===== config.mk =====
export PLATFORM = sky130hd
export DESIGN_NAME = rng_stat_reg
export DESIGN_NICKNAME = d
export VERILOG_FILES = /design/src/rtl/rng_stat_pkg.sv /design/src/rtl/rng_sticky_flag.sv /design/src/rtl/rng_ready_fsm.sv /design/src/rtl/rng_stat_reg.sv
export SDC_FILE = /design/constraint.sdc
export NUM_CORES = 1
export LEC_CHECK = 0
export BUFFER_PORTS_ARGS = -buffer_cell sky130_fd_sc_hd__buf_2
export CAP_MARGIN = 20
export CORE_AREA = 2 2 39 41
export CTS_BUF_LIST = sky130_fd_sc_hd__clkbuf_4
export DETAILED_ROUTE_END_ITERATION = 16
export DIE_AREA = 0 0 41 43
export PLACE_DENSITY = 0.5
export REMOVE_ABC_BUFFERS = 1
export SKIP_CTS_REPAIR_TIMING = 1
export SYNTH_ARGS = -nofsm -noshare
export SYNTH_HDL_FRONTEND = slang
export SYNTH_SLANG_ARGS = --single-unit

===== constraint.sdc =====
create_clock -name clk -period 0.97 [get_ports clk]
set_clock_uncertainty 0.05 [all_clocks]
set_input_delay 0.0485 -clock clk [delete_from_list [all_inputs] [get_ports clk]]
set_output_delay 0.0485 -clock clk [all_outputs]
set_load 0.02 [all_outputs]

===== src/rtl/rng_stat_pkg.sv =====
package rng_stat_pkg;
    localparam int REG_W     = 8;
    localparam int NUM_SRC   = 2;
    localparam int SRC_CLK   = 0;
    localparam int SRC_SEED  = 1;
    localparam int RDY_BIT   = 0;
    localparam int LIVE_BASE = 1;
    localparam int FLAG_BASE = LIVE_BASE + NUM_SRC;

    typedef enum logic {
        RDY_EMPTY = 1'b0,
        RDY_FULL  = 1'b1
    } rdy_state_t;
endpackage


===== src/rtl/rng_sticky_flag.sv =====
module rng_sticky_flag (
    input  logic clk,
    input  logic rst,
    input  logic cond_i,
    input  logic clr_i,
    output logic live_o,
    output logic flag_o
);
    logic live_q;
    logic flag_q;
    logic set_ev;

    // set event: condition present now, absent in the previous cycle
    always_comb set_ev = cond_i && !live_q;

    always_ff @(posedge clk) begin
        if (rst) begin
            live_q <= 1'b0;
            flag_q <= 1'b0;
        end else begin
            live_q <= cond_i;
            if (set_ev)
                flag_q <= 1'b1;
            else if (clr_i)
                flag_q <= 1'b0;
        end
    end

    always_comb begin
        live_o = live_q;
        flag_o = flag_q;
    end
endmodule


===== src/rtl/rng_ready_fsm.sv =====
module rng_ready_fsm
    import rng_stat_pkg::*;
(
    input  logic clk,
    input  logic rst,
    input  logic sample_i,
    input  logic read_i,
    output logic ready_o
);
    rdy_state_t st_q;
    rdy_state_t st_d;

    always_ff @(posedge clk) begin
        if (rst)
            st_q <= RDY_EMPTY;
        else
            st_q <= st_d;
    end

    always_comb begin
        st_d = st_q;
        unique case (st_q)
            RDY_EMPTY: if (sample_i) st_d = RDY_FULL;             // LOAD
            RDY_FULL:  if (read_i && !sample_i) st_d = RDY_EMPTY; // DRAIN (REFILL stays)
            default:   st_d = RDY_EMPTY;
        endcase
    end

    always_comb ready_o = (st_q == RDY_FULL);
endmodule


===== src/rtl/rng_stat_reg.sv =====
module rng_stat_reg
    import rng_stat_pkg::*;
#(
    parameter int REG_W_P = REG_W
) (
    input  logic               clk,
    input  logic               rst,
    input  logic               clk_err_in,
    input  logic               seed_err_in,
    input  logic               ced_off,
    input  logic               sample_stb,
    input  logic               data_rd,
    input  logic               irq_en,
    input  logic               wr_en,
    input  logic [REG_W_P-1:0] wr_data,
    output logic [REG_W_P-1:0] rd_data,
    output logic               irq
);
    logic [NUM_SRC-1:0] cond;
    logic [NUM_SRC-1:0] live;
    logic [NUM_SRC-1:0] flag;
    logic               ready;

    always_comb begin
        cond[SRC_CLK]  = clk_err_in && !ced_off;
        cond[SRC_SEED] = seed_err_in;
    end

    for (genvar i = 0; i < NUM_SRC; i++) begin : g_src
        rng_sticky_flag u_flag (
            .clk    (clk),
            .rst    (rst),
            .cond_i (cond[i]),
            .clr_i  (wr_en && !wr_data[FLAG_BASE+i]),
            .live_o (live[i]),
            .flag_o (flag[i])
        );
    end

    rng_ready_fsm u_rdy (
        .clk      (clk),
        .rst      (rst),
        .sample_i (sample_stb),
        .read_i   (data_rd),
        .ready_o  (ready)
    );

    always_comb begin
        rd_data = '0;
        rd_data[RDY_BIT] = ready;
        for (int i = 0; i < NUM_SRC; i++) begin
            rd_data[LIVE_BASE+i] = live[i];
            rd_data[FLAG_BASE+i] = flag[i];
        end
    end

    always_comb irq = irq_en && (ready || (|flag));
endmodule


### Yosys cells after proc, flatten, opt, wreduce, memory -nomap -nowiden

Cells that the tools add are included.

* memories kept: 0
* register bits: 5
* word-level logic and storage cells: 30
* output and inout bits: 9
* bits in writable memories: 0
* bits of input ports: 17
* latch bits: 0
* memory bits (read-only): 0

* shifts and indexed selects: 0
* divide/modulo/power cells: 0
* reduce and logical (&&, ||, !) cells: 17
* add/sub/neg operators: 0
* $mul: 0
* mux-type cells: 7
* eq/ne operators: 0
* $lt $le $gt $ge: 0
* bitwise logic cells: 1

Operator list (number)
* logical AND 1 bit: 7
* zero test 1 bit: 6
* 2-to-1 mux 1 bit: 6
* nonzero test 2 bit: 2
* one-hot mux 1 bit (2 select lines): 1
* OR reduction 2 bit: 1
* logical OR 1 bit: 1
* inverter 1 bit: 1

### Depth between registers and ports, before layout

Gate-level depths: netlist (run 1).

* depth in word-level cells: 4
* gate-level depth with buffers: 2

### Cells and area by module

From an unflattened synthesis (run 1), not the netlist that was laid out.

* cell total of the unflattened synthesis: 25
* area total of the unflattened synthesis: 235.2 um^2

Modules (own cells, without submodules)
* rng_sticky_flag: area an instance 67.6 um^2, cells each 6, times used 2
* rng_stat_reg: area an instance 61.3 um^2, cells each 9, times used 1
* rng_ready_fsm: area an instance 38.8 um^2, cells each 4, times used 1

### Worst setup path after synthesis (run 1)

Ideal clock, no wire load.

* kind: register -> output
* start point: reg g_src[1].u_flag.flag_q
* end point: out irq
* setup slack: 0.209 ns
* data arrival time: 0.663 ns
* path buffers: 0
* data required time: 0.872 ns
* stages on the path, launching flop included: 2
* path through: dfxtp_1 > o31a_1

* cells in the longest elaborated chain, start to end: 3

Ends and longest elaborated chain
* start, declared: line rng_sticky_flag.sv:10 `logic flag_q;`
* start signal, assigned: line rng_sticky_flag.sv:19 `flag_q <= 1'b0;`
* start signal, assigned: line rng_sticky_flag.sv:23 `flag_q <= 1'b1;`
* start signal, assigned: line rng_sticky_flag.sv:25 `flag_q <= 1'b0;`
* OR reduction 2 bit: line rng_stat_reg.sv:57 `always_comb irq = irq_en && (ready || (|flag));`
* logical OR 1 bit: line rng_stat_reg.sv:57
* logical AND 1 bit: line rng_stat_reg.sv:57
* end, declared: line rng_stat_reg.sv:17 `output logic irq`

Every way passes these cells.

### Final worst setup path (run 1)

* start point: reg u_rdy.st_q, in the netlist u_rdy.ready_o
* end point: out irq

* cells in the longest elaborated chain, start to end: 2

Ends and longest elaborated chain
* start, declared: line rng_ready_fsm.sv:10 `rdy_state_t st_q;`
* start signal, assigned: line rng_ready_fsm.sv:17 `st_q <= st_d;`
* logical OR 1 bit: line rng_stat_reg.sv:57
* logical AND 1 bit: line rng_stat_reg.sv:57

Every way passes these cells.

==> results of run 1 <==
[path summary, 6_finish.rpt]
path | from | to | slack (ns)
worst min register to register | g_src[1].u_flag.live_o | g_src[1].u_flag.flag_o | 0.40
worst max register to register | u_rdy.ready_o | u_rdy.ready_o | 0.22
worst min-delay path | seed_err_in | g_src[1].u_flag.live_o | -0.007
worst max-delay path | u_rdy.ready_o | irq | -0.11
[power breakdown]
part           switching, mW  internal [mW]
combinational         0.0565         0.0528
sequential           0.00842          0.221
clock                 0.0827          0.183
total                  0.148          0.457
[sequential cells by signal, summed over array words and instances (netlist names)]
signal and count:
g_src.u_flag.live_o 2, u_rdy.ready_o 1, g_src.u_flag.flag_o 2
[synthesized netlist by cell type]
library cell  n  area [sq um]
buf_4         8          60.1
o21a_1        1          7.51
nand2b_1      2          12.5
conb_1        1          3.75
inv_1         3          11.3
a32o_1        1          10.0
o32ai_1       1          8.76
nor2b_1       2          12.5
dfxtp_1       5           100
nor3b_2       1          12.5
nor2_1        1          3.75
o31a_1        1          8.76
[critical path: cells and delay by family, from the launching register on]
| family | cells | cell delay, ns |
|---|---|---|
| compound gates | 1 | 0.30 |
| buf+inv | 1 | 0.13 |
| flops | 1 | 0.31 |
[metrics by stage]
step           hold WS, ns  setup TNS [ns]  cell area (sq um)  worst slack, ns  cells
2_1_floorplan       0.0652               0                199            0.118     21
6_report          -0.00662          -0.110                368           -0.110     60
3_5_place_dp         0.179               0                299            0.113     53
3_3_place_gp         0.179               0                299            0.114     53
5_1_grt             0.0132          -0.150                368           -0.149     60
4_1_cts            -0.0774          -0.145                329           -0.145     57
[routing by layer]
layer | global-route usage [%] | vias to the layer above
met3 | 6.28 | 0
met5 | 0 | -
li1 | - | 109
met2 | 6.25 | 19
met4 | 4.00 | 0
met1 | 6.43 | 99
[layout make-up]
type / count / area [sq um] / area share, %
clock buffers: 4 / 30.0 / 8.16
repair buffers: 19 / 116 / 31.6
inverters: 3 / 11.3 / 3.06
well taps: 16 / 20.0 / 5.44
flip-flops and latches: 5 / 103 / 27.9
multi-input cells: 13 / 87.6 / 23.8
[cells by family after synthesis]
family,Yosys count,synth area share (%)
buf+inv,11,28.4
other cells,1,1.49
compound gates,4,13.9
flops,5,39.8
simple gates,6,16.4
==> results.toml, run 1 <==
[hold_path]
hold_path_class = "input pin to flip-flop"
hold_depth = 3

[routing]
top_layer_used = "met3"
drt-initial-drc-count = 7
met2_length_microns = 194
drc = 0
wl_per_cell_microns = 8.33
via_per_inst = 3.78
drtAntennaViolNets = 0
via_count = 227
drt_pass1_iterations = 2
routed_wirelength_microns = 500
wl_met3_microns = 83
wl_met1_microns = 223

[clock_network]
cts-root-buf = "clkbuf_4"
clk_pin_slew_ns = 0.04
clkSinkCount = 5
clk_path_buf_depth = 2
htree_levels = 1
cts_made_buffers = 3
cts_tree = "yes"
clock_latency_ns = 0.24

[placed_design]
port-buffer-count = 16
gp_congestion = 0.547

[layout]
fillers = 154
layout_common_cells = "buf_2 (15), clkbuf_4 (4)"
antenna_cells = 0
layout.cells.most_common = "buf_2"
synthToLayoutAreaGrowth_pct = 46.3
nets = 62
finish.utilization_pct = 26.6
drive_gt1_share_pct = 52.3

[die]
die_w_microns = 41
core_sq_um = 1380
initial_core_util_pct = 18.2
die_height_microns = 43
rows = 14
ios = 26
dieArea_sq_um = 1760

[logic_synthesis]
synth.yosys.seq_area_share_pct = 39.8
yosys_warnings = 0
synth_area_sq_um = 251
synthCells = 27
synth.distinct_cells = 12
avgSynthCellArea_sq_um = 9.31
ys_ff_latch = 5

[sta]
hold_viol_final = 1
worst_slack_ns = -0.110
grt_setup_unrepaired = "true"
setup_viol = 1
period_share_pct = 111
drv_slew = 0
max_freq_ghz = 0.926
timing.final.crit_period_ns = 1.08
fin_hold_ws_ns = -0.00662

[setup_path]
cp.required_ns = 0.87
cp_max_fo = 3
worstSetupStartpointType = "flip-flop"
crit_type = "flip-flop to output port"
crit_path_end_kind = "output port"
r2r_cells = 2
worstPathArrival_ns = 0.98
crit_path_cell_trace = "o31a_1, buf_6"
cpPeakStageDelay_ns = 0.31
slowest_stage = "dfxtp_2"

[global_routing]
first_global_vias = 164
track_usage_pct = 5.82
grt_pass1_wl_microns = 607
grt_antenna_before_repair = 0
grt_overflow = 0
grt_start_max_net_pins = 6

[pwr]
finalPower_uw = 605
powerDensity_nw_per_um2 = 1640
leakage_nw = 0.186
max-vdd-ir-drop_mv = 0.637

[run]
maxCapViolCount = 0

[status]
violations = "negative hold slack, negative setup slack"
outcome = "complete, but fails checks"
Power figures use the tool's default switching activity.
==> run 2, diff against run 1 <==
--- a/config.mk
+++ b/config.mk
@@ -12,6 +12,7 @@
 export DETAILED_ROUTE_END_ITERATION = 16
 export DIE_AREA = 0 0 41 43
 export PLACE_DENSITY = 0.5
+export RECOVER_POWER = 25
 export REMOVE_ABC_BUFFERS = 1
 export SKIP_CTS_REPAIR_TIMING = 1
 export SYNTH_ARGS = -nofsm -noshare
==> run 2 against run 1 <==
  * The run still ends with negative hold slack, negative setup slack left
  * Sequential cell count unchanged
  * Global-route usage unchanged
  * Via count is 0.88% higher
  * Critical endpoint unchanged
  * Largest power group unchanged
  * Highest routed layer unchanged
==> results.toml, run 2 (synthesis results as in run 1) <==
[global_routing]
track_usage_pct = 5.82
grt_overflow = 0
grt_pass1_wl_microns = 607
grt_antenna_before_repair = 0
first_global_vias = 164
grt_start_max_net_pins = 6

[clock_network]
htree_levels = 1
cts-root-buf = "clkbuf_4"
clock_latency_ns = 0.24
cts_made_buffers = 3
cts_tree = "yes"
clkSinkCount = 5
clk_pin_slew_ns = 0.04
clk_path_buf_depth = 2

[run]
maxCapViolCount = 0

[placed_design]
port-buffer-count = 16
dpl-instance-area_sq_um = 299
gp_congestion = 0.547
placed_cells = 53

[layout]
stdcell_count = 60
drive_gt1_share_pct = 50.0
finish.utilization_pct = 26.5
layout_common_cells = "buf_2 (14), clkbuf_4 (4)"
layout.cells.most_common = "buf_2"
nets = 62
antenna_cells = 0
synthToLayoutAreaGrowth_pct = 45.8
finalInstanceArea_sq_um = 367

[setup_path]
crit_path_end_kind = "output port"
crit_buf_inv = 1
worstSetupStartpointType = "flip-flop"
slowest_stage = "dfxtp_2"
crit_path_cell_trace = "o31a_1, buf_6"
cpPeakStageDelay_ns = 0.31
cp.required_ns = 0.87
crit_family = "flip-flops"
worstPathArrival_ns = 0.98
cp_max_fo = 3
crit_type = "flip-flop to output port"

[die]
initial_core_util_pct = 18.2
die_w_microns = 41
rows = 14
dieArea_sq_um = 1760
die_height_microns = 43
core_sq_um = 1380
ios = 26

[routing]
via_per_inst = 3.82
wl_per_cell_microns = 8.32
routed_wirelength_microns = 499
drtAntennaViolNets = 0
via_count = 229
drt-initial-drc-count = 7
drc = 0
drt_pass1_iterations = 2

[sta]
hold_viol_final = 1
timing.final.crit_period_ns = 1.08
max_freq_ghz = 0.926
setup-tns-final_ns = -0.197
setup_viol = 2
fin_hold_ws_ns = -0.00622
drv_slew = 0
worst_slack_ns = -0.110
grt_setup_unrepaired = "true"
period_share_pct = 111

[pwr]
p_int_uw = 456
finalPower_uw = 604
power_frac_seq_pct = 38.0
swShare_pct = 24.5
comb_power_share_pct = 18.0
leakage_nw = 0.183
max-vdd-ir-drop_mv = 0.635
powerDensity_nw_per_um2 = 1650
p_switching_uw = 148
power_frac_clock_pct = 44.0

[hold_path]
hold_path_class = "input pin to flip-flop"

[status]
outcome = "complete, but fails checks"
violations = "negative hold slack, negative setup slack"
[run 2: cell type report]
cell class,instances,area (sq um)
well taps,16,20.0
fillers,155,1020
repair buffers,19,115
flip-flops and latches,5,103
multi-input cells,13,87.6
inverters,3,11.3
clock buffers,4,30.0
[run 2: metal layers]
layer  share of wire [%]  track usage (%)  wire (microns)
met5                   0                0               0
met4                   0             4.00               0
met3                  17             6.28              83
met2                  39             6.25             194
met1                  44             6.43             222
[run 2: worst reg2reg max path, cell delays in order (launching register included)]
cell and delay (ns):
dfxtp_2 0.31, nor2b_1 0.12, o21a_1 0.16
[run 2: per-stage QoR]
stage,hold slack (ns),setup WS [ns]
final,-0.00622,-0.110
after detailed placement,0.179,0.113
after floorplan,0.0652,0.118
after CTS,-0.0774,-0.145
after global placement,0.179,0.114
after global routing,0.0132,-0.149
[run 2: final timing paths]
check	start	to	slack (ns)	cells past startpoint
setup reg to reg	u_rdy.ready_o	u_rdy.ready_o	0.22	2
hold reg to reg	g_src[1].u_flag.live_o	g_src[1].u_flag.flag_o	0.41	1
hold / removal	seed_err_in	g_src[1].u_flag.live_o	-0.006	3
setup / recovery	u_rdy.ready_o	irq	-0.11	2
[run 2: power groups by stage]
| stage | Clock, mW | Sequential (mW) | Combinational, mW |
|---|---|---|---|
| 3_3_place_gp | 0 | 0.232 | 0.0950 |
| 6_report | 0.266 | 0.230 | 0.109 |
| 4_1_cts | 0.275 | 0.228 | 0.0954 |
| 2_1_floorplan | 0 | 0.247 | 0.0375 |
| 5_1_grt | 0.287 | 0.232 | 0.117 |
| 3_5_place_dp | 0 | 0.232 | 0.0950 |
